--- config.mk ---
export PLATFORM = sky130hd
export DESIGN_NAME = fwft_chain
export DESIGN_NICKNAME = d
export VERILOG_FILES = /design/src/rtl/fwft_chain_pkg.sv /design/src/rtl/chain_ptr.sv /design/src/rtl/chain_ram.sv /design/src/rtl/fwft_stage.sv /design/src/rtl/fwft_chain.sv
export SDC_FILE = /design/constraint.sdc
export NUM_CORES = 1
export LEC_CHECK = 0
export ABC_AREA = 1
export BUFFER_PORTS_ARGS = -buffer_cell sky130_fd_sc_hd__buf_2
export CORE_MARGIN = 1
export CORE_UTILIZATION = 30
export DETAILED_ROUTE_END_ITERATION = 16
export MAX_ROUTING_LAYER = met4
export PLACE_DENSITY_LB_ADDON = 0.3
export REMOVE_ABC_BUFFERS = 1
export SETUP_SLACK_MARGIN = 0.05
export SYNTH_ARGS = -nofsm -noshare
export SYNTH_HDL_FRONTEND = slang
export SYNTH_SLANG_ARGS = --single-unit
--- constraint.sdc ---
create_clock -name clk -period 3 [get_ports clk]
set_clock_uncertainty 0.2 [all_clocks]
set_input_delay 0.45 -clock clk [delete_from_list [all_inputs] [get_ports clk]]
set_output_delay 0.45 -clock clk [all_outputs]
set_load 0.02 [all_outputs]
--- src/rtl/fwft_chain_pkg.sv ---
`timescale 1ns/1ps
package fwft_chain_pkg;

    typedef enum logic [1:0] {
        ST_IDLE  = 2'd0,
        ST_FETCH = 2'd1,
        ST_SHOW  = 2'd2
    } stage_state_e;

    // address width for a storage of d entries, never below one bit
    function automatic int unsigned addr_w(input int unsigned d);
        return (d > 1) ? $clog2(d) : 1;
    endfunction

endpackage

--- src/rtl/chain_ptr.sv ---
`timescale 1ns/1ps
module chain_ptr #(
    parameter int unsigned LIMIT = 3,
    parameter int unsigned PW    = 2
) (
    input  logic          clk,
    input  logic          rst,
    input  logic          adv,
    output logic [PW-1:0] ptr
);
    localparam logic [PW-1:0] LAST = PW'(LIMIT - 1);

    always_ff @(posedge clk) begin
        if (rst) begin
            ptr <= '0;
        end else if (adv) begin
            ptr <= (ptr == LAST) ? '0 : ptr + 1'b1;
        end
    end
endmodule

--- src/rtl/chain_ram.sv ---
`timescale 1ns/1ps
module chain_ram #(
    parameter int unsigned DEPTH = 3,
    parameter int unsigned AW    = 2,
    parameter int unsigned DW    = 16
) (
    input  logic          clk,
    input  logic          we,
    input  logic [AW-1:0] waddr,
    input  logic [DW-1:0] wdata,
    input  logic [AW-1:0] raddr,
    output logic [DW-1:0] rdata
);
    logic [DW-1:0] mem [DEPTH];

    always_ff @(posedge clk) begin
        if (we) begin
            mem[waddr] <= wdata;
        end
    end

    assign rdata = mem[raddr];
endmodule

--- src/rtl/fwft_stage.sv ---
`timescale 1ns/1ps
module fwft_stage
    import fwft_chain_pkg::*;
#(
    parameter int unsigned STAGE_DEPTH = 4,
    parameter int unsigned DW          = 16
) (
    input  logic          clk,
    input  logic          rst,
    input  logic          wen_n,
    input  logic [DW-1:0] din,
    output logic          ir_n,
    input  logic          ren_n,
    output logic [DW-1:0] dout,
    output logic          or_n
);
    localparam int unsigned RAM_DEPTH = STAGE_DEPTH - 1;
    localparam int unsigned AW        = addr_w(RAM_DEPTH);
    localparam int unsigned CW        = $clog2(RAM_DEPTH + 1);
    localparam logic [CW-1:0] RAM_FULL = CW'(RAM_DEPTH);

    stage_state_e  state_q, state_n;
    logic [CW-1:0] cnt_q, cnt_n;
    logic          ir_n_q, ir_n_n;
    logic [DW-1:0] head_q;
    logic [DW-1:0] ram_q;
    logic [AW-1:0] wr_ptr, rd_ptr;
    logic          do_wr, do_pop, ram_rd;

    // accepted strobes
    assign do_wr  = !wen_n && !ir_n_q;
    assign do_pop = !ren_n && (state_q == ST_SHOW);
    // the head register reloads from storage on a fetch or on a pop with words left
    assign ram_rd = (state_q == ST_FETCH) || (do_pop && (cnt_q != '0));

    chain_ram #(.DEPTH(RAM_DEPTH), .AW(AW), .DW(DW)) u_ram (
        .clk   (clk),
        .we    (do_wr),
        .waddr (wr_ptr),
        .wdata (din),
        .raddr (rd_ptr),
        .rdata (ram_q)
    );

    chain_ptr #(.LIMIT(RAM_DEPTH), .PW(AW)) u_wptr (
        .clk (clk),
        .rst (rst),
        .adv (do_wr),
        .ptr (wr_ptr)
    );

    chain_ptr #(.LIMIT(RAM_DEPTH), .PW(AW)) u_rptr (
        .clk (clk),
        .rst (rst),
        .adv (ram_rd),
        .ptr (rd_ptr)
    );

    // next-state and flag computation
    always_comb begin
        state_n = state_q;
        unique case (state_q)
            ST_IDLE: begin
                if (do_wr) state_n = ST_FETCH;
            end
            ST_FETCH: begin
                state_n = ST_SHOW;
            end
            ST_SHOW: begin
                if (do_pop) begin
                    if (cnt_q != '0) state_n = ST_SHOW;
                    else if (do_wr)  state_n = ST_FETCH;
                    else             state_n = ST_IDLE;
                end
            end
            default: state_n = ST_IDLE;
        endcase
        cnt_n  = cnt_q + CW'(do_wr) - CW'(ram_rd);
        // full only when storage is full and the head register is occupied
        ir_n_n = (cnt_n == RAM_FULL) && (state_n == ST_SHOW);
    end

    // state register
    always_ff @(posedge clk) begin
        if (rst) begin
            state_q <= ST_IDLE;
            cnt_q   <= '0;
            ir_n_q  <= 1'b0;
        end else begin
            state_q <= state_n;
            cnt_q   <= cnt_n;
            ir_n_q  <= ir_n_n;
        end
    end

    always_ff @(posedge clk) begin
        if (rst) begin
            head_q <= '0;
        end else if (ram_rd) begin
            head_q <= ram_q;
        end
    end

    // outputs
    always_comb begin
        or_n = (state_q != ST_SHOW);
        ir_n = ir_n_q;
        dout = head_q;
    end
endmodule

--- src/rtl/fwft_chain.sv ---
`timescale 1ns/1ps
module fwft_chain #(
    parameter int unsigned STAGES      = 3,
    parameter int unsigned STAGE_DEPTH = 4,
    parameter int unsigned DATA_W      = 16
) (
    input  logic              clk,
    input  logic              rst,
    input  logic              wr_en_n,
    input  logic [DATA_W-1:0] wr_data,
    output logic              in_rdy_n,
    input  logic              rd_en_n,
    output logic [DATA_W-1:0] rd_data,
    output logic              out_rdy_n
);
    // link k feeds stage k; link STAGES is the read side
    logic [DATA_W-1:0] link_d [STAGES+1];
    logic [STAGES:0]   link_v_n;
    logic [STAGES:0]   link_r_n;

    assign link_d[0]        = wr_data;
    assign link_v_n[0]      = wr_en_n;
    assign link_r_n[STAGES] = rd_en_n;

    for (genvar k = 0; k < STAGES; k++) begin : g_stage
        fwft_stage #(.STAGE_DEPTH(STAGE_DEPTH), .DW(DATA_W)) u_stage (
            .clk   (clk),
            .rst   (rst),
            .wen_n (link_v_n[k]),
            .din   (link_d[k]),
            .ir_n  (link_r_n[k]),
            .ren_n (link_r_n[k+1]),
            .dout  (link_d[k+1]),
            .or_n  (link_v_n[k+1])
        );
    end

    assign in_rdy_n  = link_r_n[0];
    assign rd_data   = link_d[STAGES];
    assign out_rdy_n = link_v_n[STAGES];
endmodule

==> impl_metrics.csv <==
group,metric,value,unit
synthesis,post-synth-top-count-cell,"nand2_1",
power_and_ir_drop,p_sw,1550,µW
worst_setup_path,cpLargestDelayFamily,"simple AND/OR/NAND/NOR gates",
placed_design,io_buffers,37,
cts,insertion_delay,500,ps
drt,final_antenna_net_count,0,
synthesis,ys.flop_type,"edfxtp_1",
floorplanning,die_w,173,µm
cts,clkSinkCount,219,
floorplanning,initial_core_util,30.5,%
synthesis,ys_top_cells_by_count,"184 x nand2_1, 144 x edfxtp_1, 120 x nand3_1",
worst_setup_path,crit_fanout,37,
cts,cts_root_buffer,"clkbuf_16",
power_and_ir_drop,seqPwrFrac,50.7,%
global_routing,grt.total_usage,11.4,%
cts,cts-buffers-inserted,22,
synthesis,ys_seq_area_share,66.5,%
floorplanning,boundaryPins,38,
worst_setup_path,max_stage_delay,320,ps
worst_setup_path,cpMostUsedCell,"inv_1",
drt,route.detailed.drc,0,
synthesis,ys_ff_latch,219,
power_and_ir_drop,power.density,666,nW/µm²
worst_setup_path,cp.arrival,2450,ps
timing,period_share,74.0,%
cts,cts_tree,"built",
power_and_ir_drop,p_int,5260,µW
worst_setup_path,crit_required,3230,ps
worst_setup_path,critical_path_class,"reg -> reg",
timing,slew_headroom,68.0,%
global_routing,grt_pass1_vias,5371,
cells_and_area,final.fill_count,2897,
timing,hold_viol,0,
drt,viasPerCell,4.34,
power_and_ir_drop,power,6810,µW
synthesis,synth.top_cells.by_area,"edfxtp_1 49%, dfxtp_1 17%, nand2_1 7.9%, nand3_1 6.9%, nor2_1 3.9%",
cts,htreeDepth,1,
timing,setup_viol,0,
drt,vias,5604,
cells_and_area,area_growth,16.8,%
power_and_ir_drop,vdd.ir_drop.worst,0.408,mV
synthesis,yosysTopAreaCellShare,49.3,%
global_routing,grt_max_degree,39,
power_and_ir_drop,pwr-share-comb,8.5,%
timing,fin_setup_tns,0,ps
placed_design,gp_congestion,0.716,
floorplanning,die_y,173,µm
timing,rsz0062_at_grt,"false",
synthesis,yosys.area.top_type,"edfxtp_1",
synthesis,yosys_warnings,0,
placed_design,place_area,9330,µm²
floorplanning,core,28700,µm²
min_path,hp-class,"in -> reg",
cells_and_area,diodes,0,
floorplanning,row_count,62,
global_routing,grt-ovfl-total,0,
drt,first_pass_iters,6,
power_and_ir_drop,power_frac_clock,40.8,%
global_routing,antenna_found_initial,0,
power_and_ir_drop,switching_share,22.8,%
cts,clk_pin_slew,60,ps
flow_run,cap_viol_max_count,0,
worst_setup_path,crit_chain,"nor2_1 > inv_1 > nand2_4 > nand2_1 > ha_1 > inv_1 > ha_1 > xnor2_1 > inv_1 > nand2_1 > nand3_1 > nor2_1",
cts,cts.path.max_buffers,3,
cells_and_area,final_cells,1290,
timing,finalCriticalPeriod,2220,ps
synthesis,syn_inst,835,
floorplanning,fp.dieArea,29900,µm²
synthesis,synth_edf_count,144,
timing,tightest_slew,479,ps
drt,first_iter_violations,348,
placed_design,dp.final_hpwl,9810,µm
global_routing,grt_pass1_wl,27300,µm
drt,drt-total-wl,16300,µm
synthesis,synth.avg_cell_area,10.5,µm²
worst_setup_path,worst_setup_path_end_kind,"flop",
timing,max_clock_freq,450,MHz
synthesis,synth-async-reset-ratio,0,%
drt,wl_per_cell,12.7,µm
worst_setup_path,startpoint_type,"flop",
run_status,outcome,"completed",
timing,maxSlewViolCount,0,
synthesis,syn_area,8760,µm²
placed_design,dp.cells,1234,
power_and_ir_drop,p_leak,0.00411,µW
cells_and_area,drive_above_1_share,12.8,%
worst_setup_path,path_buf_inv,3,
worst_setup_path,slowest_stage,"dfxtp_1",
cells_and_area,fin_area,10200,µm²
synthesis,synth_cell_types,25,
cells_and_area,final_nets,914,
[timing repair]
item                      4_1_cts  5_1_grt
hold endpoints to repair       48        0
buffers inserted                0        0
hold buffers                   16        0
gates resized for setup         0        0
[tightest hold or removal path: stages]
cell,delay [ps]
buf_2,90
inv_1,40
nand4_1,80
a21oi_1,60
[power by group through the flow]
stage                     registers, µW  clock network [µW]  logic [µW]
after detailed placement           3520                   0         571
after global routing               3470                2980         668
after CTS                          3450                2870         589
final                              3450                2780         580
after floorplan                    3510                   0         377
after global placement             3510                   0         567
[cell families after synthesis]
logic type	count (synthesis)	share of synthesized area [%]
AOI/OAI and AO/OA	64	3.68
buffers and inverters	98	5.65
adders and majority gates	4	0.571
xor gates and xnor gates	5	0.500
DFF	219	66.5
and+or+nand+nor	445	23.1
[final timing paths]
path | start | endpoint | slack [ps] | cells after the start
hold / removal | rd_en_n | g_stage[2].u_stage.state_q[0] | 70 | 4
hold reg to reg | g_stage[0].u_stage.dout[5] | g_stage[1].u_stage.u_ram.mem[0][5] | 270 | 0
setup / recovery | g_stage[0].u_stage.cnt_q[1] | g_stage[0].u_stage.ir_n | 780 | 12
setup reg to reg | g_stage[0].u_stage.cnt_q[1] | g_stage[0].u_stage.ir_n | 780 | 12
[sequential cells by signal, summed over array words and instances, names as in the netlist]
name,cells
g_stage.u_stage.state_q,6
g_stage.u_stage.u_wptr.ptr,6
g_stage.u_stage.dout,48
g_stage.u_stage.u_ram.mem,144
g_stage.u_stage.cnt_q,6
g_stage.u_stage.u_rptr.ptr,6
g_stage.u_stage.ir_n,3
[cell type report]
cell class	instances	area, µm²	area share (%)
clock inverter	12	139	1.36
multi-input combinational	518	2470	24.2
tap	384	480	4.69
sequential	219	5830	56.9
inverter	54	203	1.98
timing repair buffer	75	510	4.99
clock buffer	28	604	5.90
[cell usage in the layout, fill, tap and decap left out, types with 2 or more instances in the layout]
| master | Yosys | layout |
|---|---|---|
| a21oi_1 | 59 | 59 |
| buf_2 | 24 | 37 |
| buf_4 | 8 | 22 |
| bufinv_16 | 0 | 3 |
| clkbuf_1 | 3 | 4 |
| clkbuf_16 | 0 | 23 |
| clkinv_1 | 0 | 3 |
| clkinv_2 | 0 | 4 |
| clkinv_4 | 0 | 2 |
| dfxtp_1 | 75 | 75 |
| dlygate4sd3_1 | 0 | 16 |
| edfxtp_1 | 144 | 144 |
| ha_1 | 4 | 4 |
| inv_1 | 48 | 48 |
| inv_2 | 6 | 6 |
| nand2_1 | 184 | 184 |
| nand2_2 | 2 | 2 |
| nand2_4 | 2 | 2 |
| nand3_1 | 120 | 120 |
| nand3b_1 | 29 | 29 |
| nor2_1 | 92 | 92 |
| nor2_4 | 6 | 6 |
| nor3_2 | 0 | 6 |
| o21ai_0 | 4 | 4 |
| xor2_1 | 4 | 4 |
[per-stage QoR]
| stage | setup slack [ps] | utilization (%) | hold slack (ps) |
|---|---|---|---|
| floorplan | 499 | - | 234 |
| global placement | 815 | 32.5 | 251 |
| detailed placement | 768 | 32.5 | 255 |
| CTS | 752 | 35.7 | 49.8 |
| global route | 514 | 35.7 | 75.3 |
| finish | 780 | 35.7 | 68.5 |
[routing by layer]
layer,vias to the layer above,global-route usage [%],routed length (µm)
met1,2571,15.2,8150
met3,22,1.89,435
li1,2934,-,-
met5,-,-,0
met2,77,18.0,7490
met4,0,2.80,274
(Power assumes the default switching activity.)
